`config.mk`:
```
export PLATFORM = sky130hd
export DESIGN_NAME = oneshot_ramp_timer
export DESIGN_NICKNAME = d
export VERILOG_FILES = /design/src/rtl/oneshot_ramp_timer.sv
export SDC_FILE = /design/constraint.sdc
export NUM_CORES = 1
export LEC_CHECK = 0
export BUFFER_PORTS_ARGS = -buffer_cell sky130_fd_sc_hd__buf_2
export CAP_MARGIN = 20
export CORE_ASPECT_RATIO = 1.25
export CORE_UTILIZATION = 33
export CTS_CLUSTER_SIZE = 25
export DETAILED_ROUTE_END_ITERATION = 10
export SLEW_MARGIN = 5
export SYNTH_ARGS = -nofsm -noshare
export SYNTH_HDL_FRONTEND = slang
export SYNTH_SLANG_ARGS = --single-unit
```
`constraint.sdc`:
```
create_clock -name clk -period 1.6 [get_ports clk]
set_clock_uncertainty 0.2 [all_clocks]
set_input_delay 0 -clock clk [delete_from_list [all_inputs] [get_ports clk]]
set_output_delay 0 -clock clk [all_outputs]
set_load 0.02 [all_outputs]
```
`src/rtl/oneshot_ramp_timer.sv`:
```
module oneshot_ramp_timer #(
  parameter int AW = 4,
  parameter int DW = 8
) (
  input  logic          clk,
  input  logic          rst_n,
  input  logic          wr_en,
  input  logic          rd_en,
  input  logic [AW-1:0] addr,
  input  logic [DW-1:0] wdata,
  output logic [DW-1:0] rdata,
  output logic [DW-1:0] port_out,
  output logic          irq
);
  localparam int CW = 2*DW;
  localparam logic [AW-1:0] A_PORT = AW'(0);
  localparam logic [AW-1:0] A_CTL  = AW'(1);
  localparam logic [AW-1:0] A_CLO  = AW'(4);
  localparam logic [AW-1:0] A_CHI  = AW'(5);
  localparam logic [AW-1:0] A_LLO  = AW'(6);
  localparam logic [AW-1:0] A_LHI  = AW'(7);
  localparam logic [AW-1:0] A_FLG  = AW'(13);
  localparam logic [AW-1:0] A_IEN  = AW'(14);

  logic [DW-1:0] port_q, ctl_q;
  logic [CW-1:0] lat_q, cnt_q;
  logic          run_q, flag_q, ien_q;

  wire start  = wr_en && addr == A_CHI;
  wire expire = run_q && cnt_q == '0;
  wire clr_rd = rd_en && addr == A_CLO;
  wire clr_wr = wr_en && addr == A_FLG && wdata[6];
  wire ramp   = ctl_q[DW-1] ? ~run_q : port_q[DW-1];

  assign port_out = {ramp, port_q[DW-2:0]};
  assign irq      = flag_q & ien_q;

  always_ff @(posedge clk or negedge rst_n) begin
    if (!rst_n) begin
      port_q <= DW'(1) << (DW-1);
      ctl_q  <= '0;
      ien_q  <= 1'b0;
    end else if (wr_en) begin
      if (addr == A_PORT) port_q <= wdata;
      if (addr == A_CTL)  ctl_q  <= wdata;
      if (addr == A_IEN && wdata[6]) ien_q <= wdata[DW-1];
    end
  end

  always_ff @(posedge clk or negedge rst_n) begin
    if (!rst_n) lat_q <= '0;
    else if (wr_en) begin
      if (addr == A_CLO || addr == A_LLO) lat_q[DW-1:0]  <= wdata;
      if (addr == A_CHI || addr == A_LHI) lat_q[CW-1:DW] <= wdata;
    end
  end

  always_ff @(posedge clk or negedge rst_n) begin
    if (!rst_n) begin
      cnt_q <= '1;
      run_q <= 1'b0;
    end else if (start) begin
      cnt_q <= {wdata, lat_q[DW-1:0]};
      run_q <= 1'b1;
    end else if (run_q) begin
      cnt_q <= cnt_q - 1'b1;
      if (expire) run_q <= 1'b0;
    end
  end

  always_ff @(posedge clk or negedge rst_n) begin
    if (!rst_n)                flag_q <= 1'b0;
    else if (start)            flag_q <= 1'b0;
    else if (expire)           flag_q <= 1'b1;
    else if (clr_rd || clr_wr) flag_q <= 1'b0;
  end

  always_comb begin
    rdata = '0;
    case (addr)
      A_PORT:  rdata = port_q;
      A_CTL:   rdata = ctl_q;
      A_CLO:   rdata = cnt_q[DW-1:0];
      A_CHI:   rdata = cnt_q[CW-1:DW];
      A_LLO:   rdata = lat_q[DW-1:0];
      A_LHI:   rdata = lat_q[CW-1:DW];
      A_FLG:   rdata = DW'({irq, flag_q}) << (DW-2);
      A_IEN:   rdata = DW'({1'b1, ien_q}) << (DW-2);
      default: rdata = '0;
    endcase
  end

  AST_LOAD_START: assert property (@(posedge clk) disable iff (!rst_n)
    start |=> run_q && !flag_q && cnt_q == {$past(wdata), $past(lat_q[DW-1:0])});
  AST_DECREMENT: assert property (@(posedge clk) disable iff (!rst_n)
    run_q && !start && cnt_q != '0 |=> run_q && cnt_q == $past(cnt_q) - 1'b1);
  AST_EXPIRE: assert property (@(posedge clk) disable iff (!rst_n)
    expire && !start |=> flag_q && !run_q && cnt_q == '1);
  AST_STOPPED_HOLD: assert property (@(posedge clk) disable iff (!rst_n)
    !run_q && !start |=> !run_q && $stable(cnt_q));
  AST_FLAG_ONCE: assert property (@(posedge clk) disable iff (!rst_n)
    $rose(flag_q) |-> $fell(run_q));
  AST_READ_CLEARS: assert property (@(posedge clk) disable iff (!rst_n)
    clr_rd && !expire && !start |=> !flag_q);
endmodule

```
# After elaboration in Yosys (flattened, before gate mapping)
# Index checks and enable logic that the tools add are counted.
dict set report classes {
  muxes 10
  eq_ne 7
  reduce_logical 18
  add_sub_neg 1
  n_bitwise 2
}
# operator n
set op_table {}
lappend op_table {{$pmux 8 s8} 1}
lappend op_table {{$mux 16} 2}
lappend op_table {{$eq 4x3->1 const B} 4}
lappend op_table {{$logic_not 16->1} 1}
lappend op_table {{$sub 16x1->16 const B} 1}
lappend op_table {{$reduce_and 2->1} 5}
lappend op_table {{$eq 4x4->1 const B} 2}
lappend op_table {{$mux 1} 7}
lappend op_table {{$logic_and 1x1->1} 6}
lappend op_table {{$eq 4x1->1 const B} 1}
lappend op_table {{$logic_not 4->1} 1}
lappend op_table {{$logic_or 1x1->1} 3}
lappend op_table {{$reduce_bool 3->1} 1}
lappend op_table {{$reduce_bool 2->1} 1}
lappend op_table {{$and 1x1->1} 1}
lappend op_table {{$not 1->1} 1}
dict set report word_totals {
  out_inout_bits 17
  word_cells 46
  ff_bits 51
  in_bits 16
}

# Depth between registers and ports, before layout
# Gate-level depths: netlist of run 1.
dict set report depth {
  word_depth 7
  ltp_mapped 8
}

# Worst setup path before layout of run 1
# OpenSTA, ideal clock, no wires.
dict set report synth_path {
  path_type {register to register}
  start {register cnt_q[4]}
  end {register cnt_q[15]}
  arrival_ps 1540
  n_path_buf 1
  stages_incl_launch_ff 6
  setup_slack_ps -218
  period_less_slack_ps 1818
  path_cell_list {dfstp_2 buf_6 or4_4 nor4_4 mux2i_1 nand2_1}
}
dict set report synth_between {
  elab_chain_cells 3
}
# item line_no
set synth_lines {}
lappend synth_lines {{start, declared} 26} ;# logic [CW-1:0] lat_q, cnt_q;
lappend synth_lines {{start signal, assigned} 63} ;# cnt_q <= {wdata, lat_q[DW-1:0]};
lappend synth_lines {{start signal, assigned} 66} ;# cnt_q <= cnt_q - 1'b1;
lappend synth_lines {{$sub 16x1->16} 66}
lappend synth_lines {{$mux 16} 65} ;# end else if (run_q) begin
lappend synth_lines {{$mux 16} 62} ;# end else if (start) begin
# No other way between the ends. The select of a mux whose other input is x is not followed.
# A chain may end at the register's enable or synchronous reset.

# Worst setup path in the final report of run 1
dict set report layout_path {
  start {register cnt_q[1]}
  end {register cnt_q[15]}
}
# The elaborated chain is that of the path after synthesis.

==> impl_metrics.env, run 1 <==
export IMPL_endpoint_kind="flop"
export IMPL_cp_endpoint="cnt_q[15]"
export IMPL_grt_ovfl_total=0
export IMPL_yosys_warnings=0
export IMPL_place_gp_congestion=0.8501
export IMPL_drive_above_1_share_pct=41.10
export IMPL_cts_root_buf="clkbuf_8"
export IMPL_crit_path_start_kind="flop"
export IMPL_async_reset_ff_share_pct=100.0
export IMPL_synth_cell_types=49
export IMPL_rsz0062_at_grt="yes"
export IMPL_ff2ff_path_depth=4
export IMPL_syn_num_nets=297
export IMPL_placement_io_buffers=32
export IMPL_hold_ws_ns=-0.05923
export IMPL_setup_tns_ns=-2.763
export IMPL_grt_max_degree=33
export IMPL_grt_pass1_vias=2592
export IMPL_postSynthAreaPerCell_um2=10.55
export IMPL_crit_type="reg2reg"
export IMPL_crit_path_max_incr_delay_ns=0.59
export IMPL_viasPerCell=5.171
export IMPL_fmax_mhz=545.4
export IMPL_num_vias=2508
export IMPL_path_clk_slew_ns=0.10
export IMPL_ys_seq_area_share_pct=43.92
export IMPL_drt_first_iter_violations=107
export IMPL_layout_commonest_cell="buf_4"
export IMPL_synth_area_um2=2954
export IMPL_rrSetupSlack_ns=-0.23
export IMPL_synth_edf_count=0
export IMPL_antenna_found_initial=0
export IMPL_area_delta_synth_final_pct=39.14
export IMPL_htreeDepth=2
export IMPL_slew_headroom_pct=69.26
export IMPL_min_path_type="in2async"
export IMPL_drc=0
export IMPL_ys_flop_type="dfrtp_1"
export IMPL_yosysTopAreaCellShare_pct=28.80
export IMPL_wirelength_um=8228
export IMPL_worstReg2RegEnd="cnt_q[15]"
export IMPL_required_ns=1.65
export IMPL_yosys_top_cells_area="dfrtp_1, dfstp_2, mux2_1"
export IMPL_r2r_start="cnt_q[1]"
export IMPL_coreArea_um2=8701
export IMPL_grt_pass1_wl_um=13630
export IMPL_dr_pass1_iters=4
export IMPL_synth_seq_cells=51
export IMPL_ioPinCount=33
export IMPL_place_ws_ns=-0.1955
export IMPL_nFillCells=800
export IMPL_critPathArrivalTime_ns=1.89
export IMPL_hold_violations=16
export IMPL_nets=381
export IMPL_setup_viol=21
export IMPL_ir_drop_uv=729.3
export IMPL_fin_crit_sh_pct=114.6
export IMPL_path_cells="or4b_4 -> nor4_4 -> mux2i_1 -> nand2_1"
export IMPL_clock_latency_ns=0.32
export IMPL_fin_util_pct=47.24
export IMPL_num_antenna_cells=0
export IMPL_die_width_um=86.63
export IMPL_wire_per_inst_um=16.96
export IMPL_power_leakage_nw=1.747
export IMPL_cts_buffers=5
export IMPL_mostFrequentLayoutCells="buf_4, mux2_1, dfrtp_1, nand2_1, buf_2"
export IMPL_initial_utilization_pct=33.95
export IMPL_fin_total_pwr_mw=5.720
export IMPL_post_route_min_period_ns=1.834
export IMPL_track_usage_pct=19.50
export IMPL_yosysTopAreaCell="dfrtp_1"
export IMPL_setup_ws_ns=-0.2336
export IMPL_violations="negative hold slack, negative setup slack"
export IMPL_dp_hpwl_um=5908
export IMPL_critPathMaxFanout=4
export IMPL_cts_buffer_depth=2
export IMPL_ant_nets=0
export IMPL_rows=38
export IMPL_status="complete, but fails checks"
export IMPL_cap_violations=0
export IMPL_worst_slew_pin_slew_ns=0.4600
export IMPL_chipHeight_um=107.8
export IMPL_worstSetupStartpoint="cnt_q[1]"
export IMPL_synthCells=280
export IMPL_slowest_stage="or4b_4"
export IMPL_finalMaxSlewViolations=0
export IMPL_cts_tree="done"
export IMPL_p_per_area_nw_per_um2=1392
export IMPL_floorplan_die_area_um2=9336
export IMPL_clkSinkCount=51
## worst max-delay path, delay by kind of cell, from the launching register on
kind / cells / cell delay [ns]
AND/OR/NAND/NOR: 3 / 0.97
flip-flops: 1 / 0.40
multiplexers: 1 / 0.21
## area by class of cell
class / count / area, um^2 / share of cell area [%]
inverter: 3 / 16.27 / 0.3957
clock inverter: 1 / 7.507 / 0.1826
multi-input combinational: 201 / 1689 / 41.10
tap: 120 / 150.1 / 3.653
sequential: 51 / 1297 / 31.57
clock buffer: 7 / 96.34 / 2.344
timing repair buffer: 102 / 853.3 / 20.76
## flip-flops by register name, summed over array words and instances, names as in the netlist
| register | count |
|---|---|
| port_q | 8 |
| lat_q | 16 |
| cnt_q | 16 |
| ctl_q | 8 |
| ien_q | 1 |
| flag_q | 1 |
| run_q | 1 |
## cells by family after synthesis
family | Yosys count | synth area share, %
simple gates | 94 | 18.13
mux | 52 | 19.57
flops | 51 | 43.92
compound gates | 41 | 8.683
buf+inv | 28 | 5.421
xor+xnor | 13 | 3.854
fa+ha+maj | 1 | 0.4235
## metrics by stage
step	std cells	hold slack (ns)	area, um^2
floorplan	280	-0.4956	2995
global route	485	0.01479	4110
CTS	480	0.02424	3989
finish	485	-0.05923	4110
detailed placement	449	-0.2415	3493
global placement	449	-0.2461	3493
## where the power goes
part | switching [mW] | total [mW] | internal [mW]
Clock | 0.455 | 0.849 | 0.394
Sequential | 0.342 | 2.14 | 1.80
Combinational | 1.23 | 2.73 | 1.50
## repair_timing
item	CTS	global route
resized for setup	38	22
endpoints found under the setup margin	22	39
pin swaps	26	21
buffers inserted	11	7
hold buffers	12	0
endpoints found under the hold margin	93	0
## synthesized netlist by cell type (all sizes together), types with 5 or more instances
library cell / n
mux2: 36
dfrtp: 34
nand2: 29
buf: 21
dfstp: 17
o21ai: 17
mux2i: 15
nor2: 12
a21oi: 8
nor3: 8
xnor2: 7
nand3: 6
nor4: 6
xor2: 6
nand4: 5
or4: 5
## how the worst min path moves through the flow
stage                     start        end  cells after the start
final                     rst_n  port_q[4]                      2
after global routing      rst_n  port_q[4]                      2
after CTS                 rst_n   lat_q[4]                      3
after detailed placement  rst_n  port_q[4]                      1
after global placement    rst_n  port_q[3]                      1
after floorplan           rst_n   ctl_q[0]                      0
## layer usage
metal | global-route usage (%) | part of all wire, % | up-vias
li1 | - | - | 1170
met1 | 23.24 | 41 | 1263
met2 | 34.75 | 54 | 56
met3 | 2.607 | 2.4 | 19
met4 | 8.333 | 3.0 | 0
met5 | 0 | 0 | -
Note: power is estimated with default switching activity, not from simulation.
==> run 2, diff against run 1 <==
--- a/config.mk
+++ b/config.mk
@@ -11,6 +11,7 @@
 export CORE_UTILIZATION = 33
 export CTS_CLUSTER_SIZE = 25
 export DETAILED_ROUTE_END_ITERATION = 10
+export GPL_ROUTABILITY_DRIVEN = 0
 export SLEW_MARGIN = 5
 export SYNTH_ARGS = -nofsm -noshare
 export SYNTH_HDL_FRONTEND = slang
==> constraint.sdc (replaced) <==
create_clock -name clk -period 1.6 [get_ports clk]
set_clock_uncertainty 0.2 [all_clocks]
set_input_delay 0 -clock clk [delete_from_list [all_inputs] [get_ports clk]]
set_output_delay 0 -clock clk [all_outputs]
set_load 0.01 [all_outputs]
==> impl_metrics.env, run 2 (synthesis gave the netlist of run 1 again) <==
export IMPL_status="complete, but fails checks"
export IMPL_violations="negative setup slack"
export IMPL_finalMaxSlewViolations=0
export IMPL_rows=38
export IMPL_initial_utilization_pct=33.95
export IMPL_cts_tree="done"
export IMPL_ioPinCount=33
export IMPL_rrSetupSlack_ns=-0.23
export IMPL_whs_path_depth=4
export IMPL_dp_hpwl_um=5850
export IMPL_drive_above_1_share_pct=39.89
export IMPL_cp_num_buf_inv=2
export IMPL_worstReg2RegEnd="cnt_q[15]"
export IMPL_area_delta_synth_final_pct=36.04
export IMPL_power_leakage_nw=1.692
export IMPL_track_usage_pct=18.70
export IMPL_rsz0062_at_grt="yes"
export IMPL_post_route_min_period_ns=1.846
export IMPL_fin_total_pwr_mw=5.623
export IMPL_drt_first_iter_violations=76
export IMPL_endpoint_kind="output port"
export IMPL_cts_buffers=5
export IMPL_p_per_area_nw_per_um2=1399
export IMPL_hold_violations=0
export IMPL_cts_root_buf="clkbuf_8"
export IMPL_htreeDepth=2
export IMPL_crit_cells=5
export IMPL_antenna_found_initial=0
export IMPL_slowest_stage="mux4_2"
export IMPL_fmax_mhz=541.8
export IMPL_nets=367
export IMPL_fin_crit_sh_pct=115.4
export IMPL_mostFrequentLayoutCells="mux2_1, dfrtp_1, buf_2, nand2_1, buf_4"
export IMPL_ir_drop_uv=918.3
export IMPL_placement_io_buffers=32
export IMPL_clkSinkCount=51
export IMPL_setup_ws_ns=-0.2457
export IMPL_crit_path_start_kind="flop"
export IMPL_chipHeight_um=107.8
export IMPL_place_inst=442
export IMPL_crit_path_max_incr_delay_ns=0.47
export IMPL_largestRegisters="cnt_q: 16 flops, lat_q: 16 flops"
export IMPL_worstSetupStartpoint="cnt_q[0]"
export IMPL_grt_max_degree=31
export IMPL_worst_slew_pin_slew_ns=0.5374
export IMPL_grt_pass1_wl_um=13120
export IMPL_clock_latency_ns=0.32
export IMPL_cts_buffer_depth=2
export IMPL_path_cells="buf_6 -> mux4_2 -> a21oi_2 -> nor2_1 -> buf_2"
export IMPL_path_clk_slew_ns=0.10
export IMPL_r2r_start="cnt_q[3]"
export IMPL_critPathMaxFanout=3
export IMPL_stdcell_count=471
export IMPL_grt_pass1_vias=2504
export IMPL_drc=0
export IMPL_cap_violations=0
export IMPL_min_path_type="in2reg"
export IMPL_num_vias=2423
export IMPL_coreArea_um2=8701
export IMPL_required_ns=1.40
export IMPL_floorplan_die_area_um2=9336
export IMPL_ant_nets=0
export IMPL_dr_pass1_iters=4
export IMPL_num_antenna_cells=0
export IMPL_setup_viol=22
export IMPL_slew_headroom_pct=64.09
export IMPL_die_width_um=86.63
export IMPL_crit_type="reg2out"
export IMPL_wire_per_inst_um=17.17
export IMPL_place_ws_ns=-0.2235
export IMPL_path_delay_family="multiplexers"
export IMPL_critPathArrivalTime_ns=1.65
export IMPL_grt_ovfl_total=0
export IMPL_ff2ff_path_depth=4
export IMPL_wirelength_um=8088
export IMPL_cp_endpoint="rdata[0]"
export IMPL_viasPerCell=5.144
[run 2: worst register-to-register path, cell delays in order (launching register included)]
cell and delay (ns):
dfstp_2 0.40, or4_4 0.56, nor4_4 0.33, mux2i_1 0.22, nand2_1 0.06
[run 2: area by class of cell]
| cell class | instances | area [um^2] |
|---|---|---|
| Multi-Input combinational cell | 201 | 1720 |
| Tap cell | 120 | 150.1 |
| Sequential cell | 51 | 1297 |
| Clock inverter | 2 | 60.06 |
| Fill cell | 798 | 4682 |
| Timing Repair Buffer | 88 | 704.4 |
| Clock buffer | 6 | 72.57 |
| Inverter | 3 | 13.76 |
[run 2: through the flow]
stage / hold slack, ns / utilization, % / TNS (ns) / instance area [um^2]
detailed placement: -0.3520 / 39.46 / -1.301 / 3433
global placement: -0.3557 / 39.46 / -0.8949 / 3433
floorplan: -0.4956 / - / -0.3602 / 2988
finish: 0.03482 / 46.19 / -2.776 / 4019
global route: 0.06839 / 46.19 / -3.895 / 4019
CTS: 0.03257 / 43.64 / -2.431 / 3797
[run 2: what timing repair did]
action,4_1_cts,5_1_grt
buffers inserted,2,5
endpoints found under the setup margin,23,24
gates cloned,0,0
hold endpoints to repair,93,0
hold buffers,14,0
resized for setup,18,41
pin swaps,14,20
[run 2: report_power, final]
group | internal (mW) | leakage [nW] | switching [mW] | total [mW]
Combinational | 1.28 | 1.04 | 1.12 | 2.40
Sequential | 1.80 | 0.591 | 0.362 | 2.16
Clock | 0.625 | 0.0654 | 0.440 | 1.06
Total | 3.70 | 1.69 | 1.92 | 5.62
[run 2: worst min path at each step]
stage | startpoint | to | slack [ns]
3_5_place_dp | rst_n | lat_q[12] | -0.35
2_1_floorplan | rst_n | ctl_q[0] | -0.50
3_3_place_gp | rst_n | lat_q[4] | -0.36
4_1_cts | addr[3] | ien_q | 0.03
6_report | wr_en | port_q[4] | 0.03
5_1_grt | addr[3] | ien_q | 0.07
[run 2: routing by layer]
metal / wire length [um] / GRT usage [%]
met4: 157 / 6.429
met5: 0 / 0
met1: 3517 / 23.25
met3: 213 / 2.071
met2: 4199 / 33.28
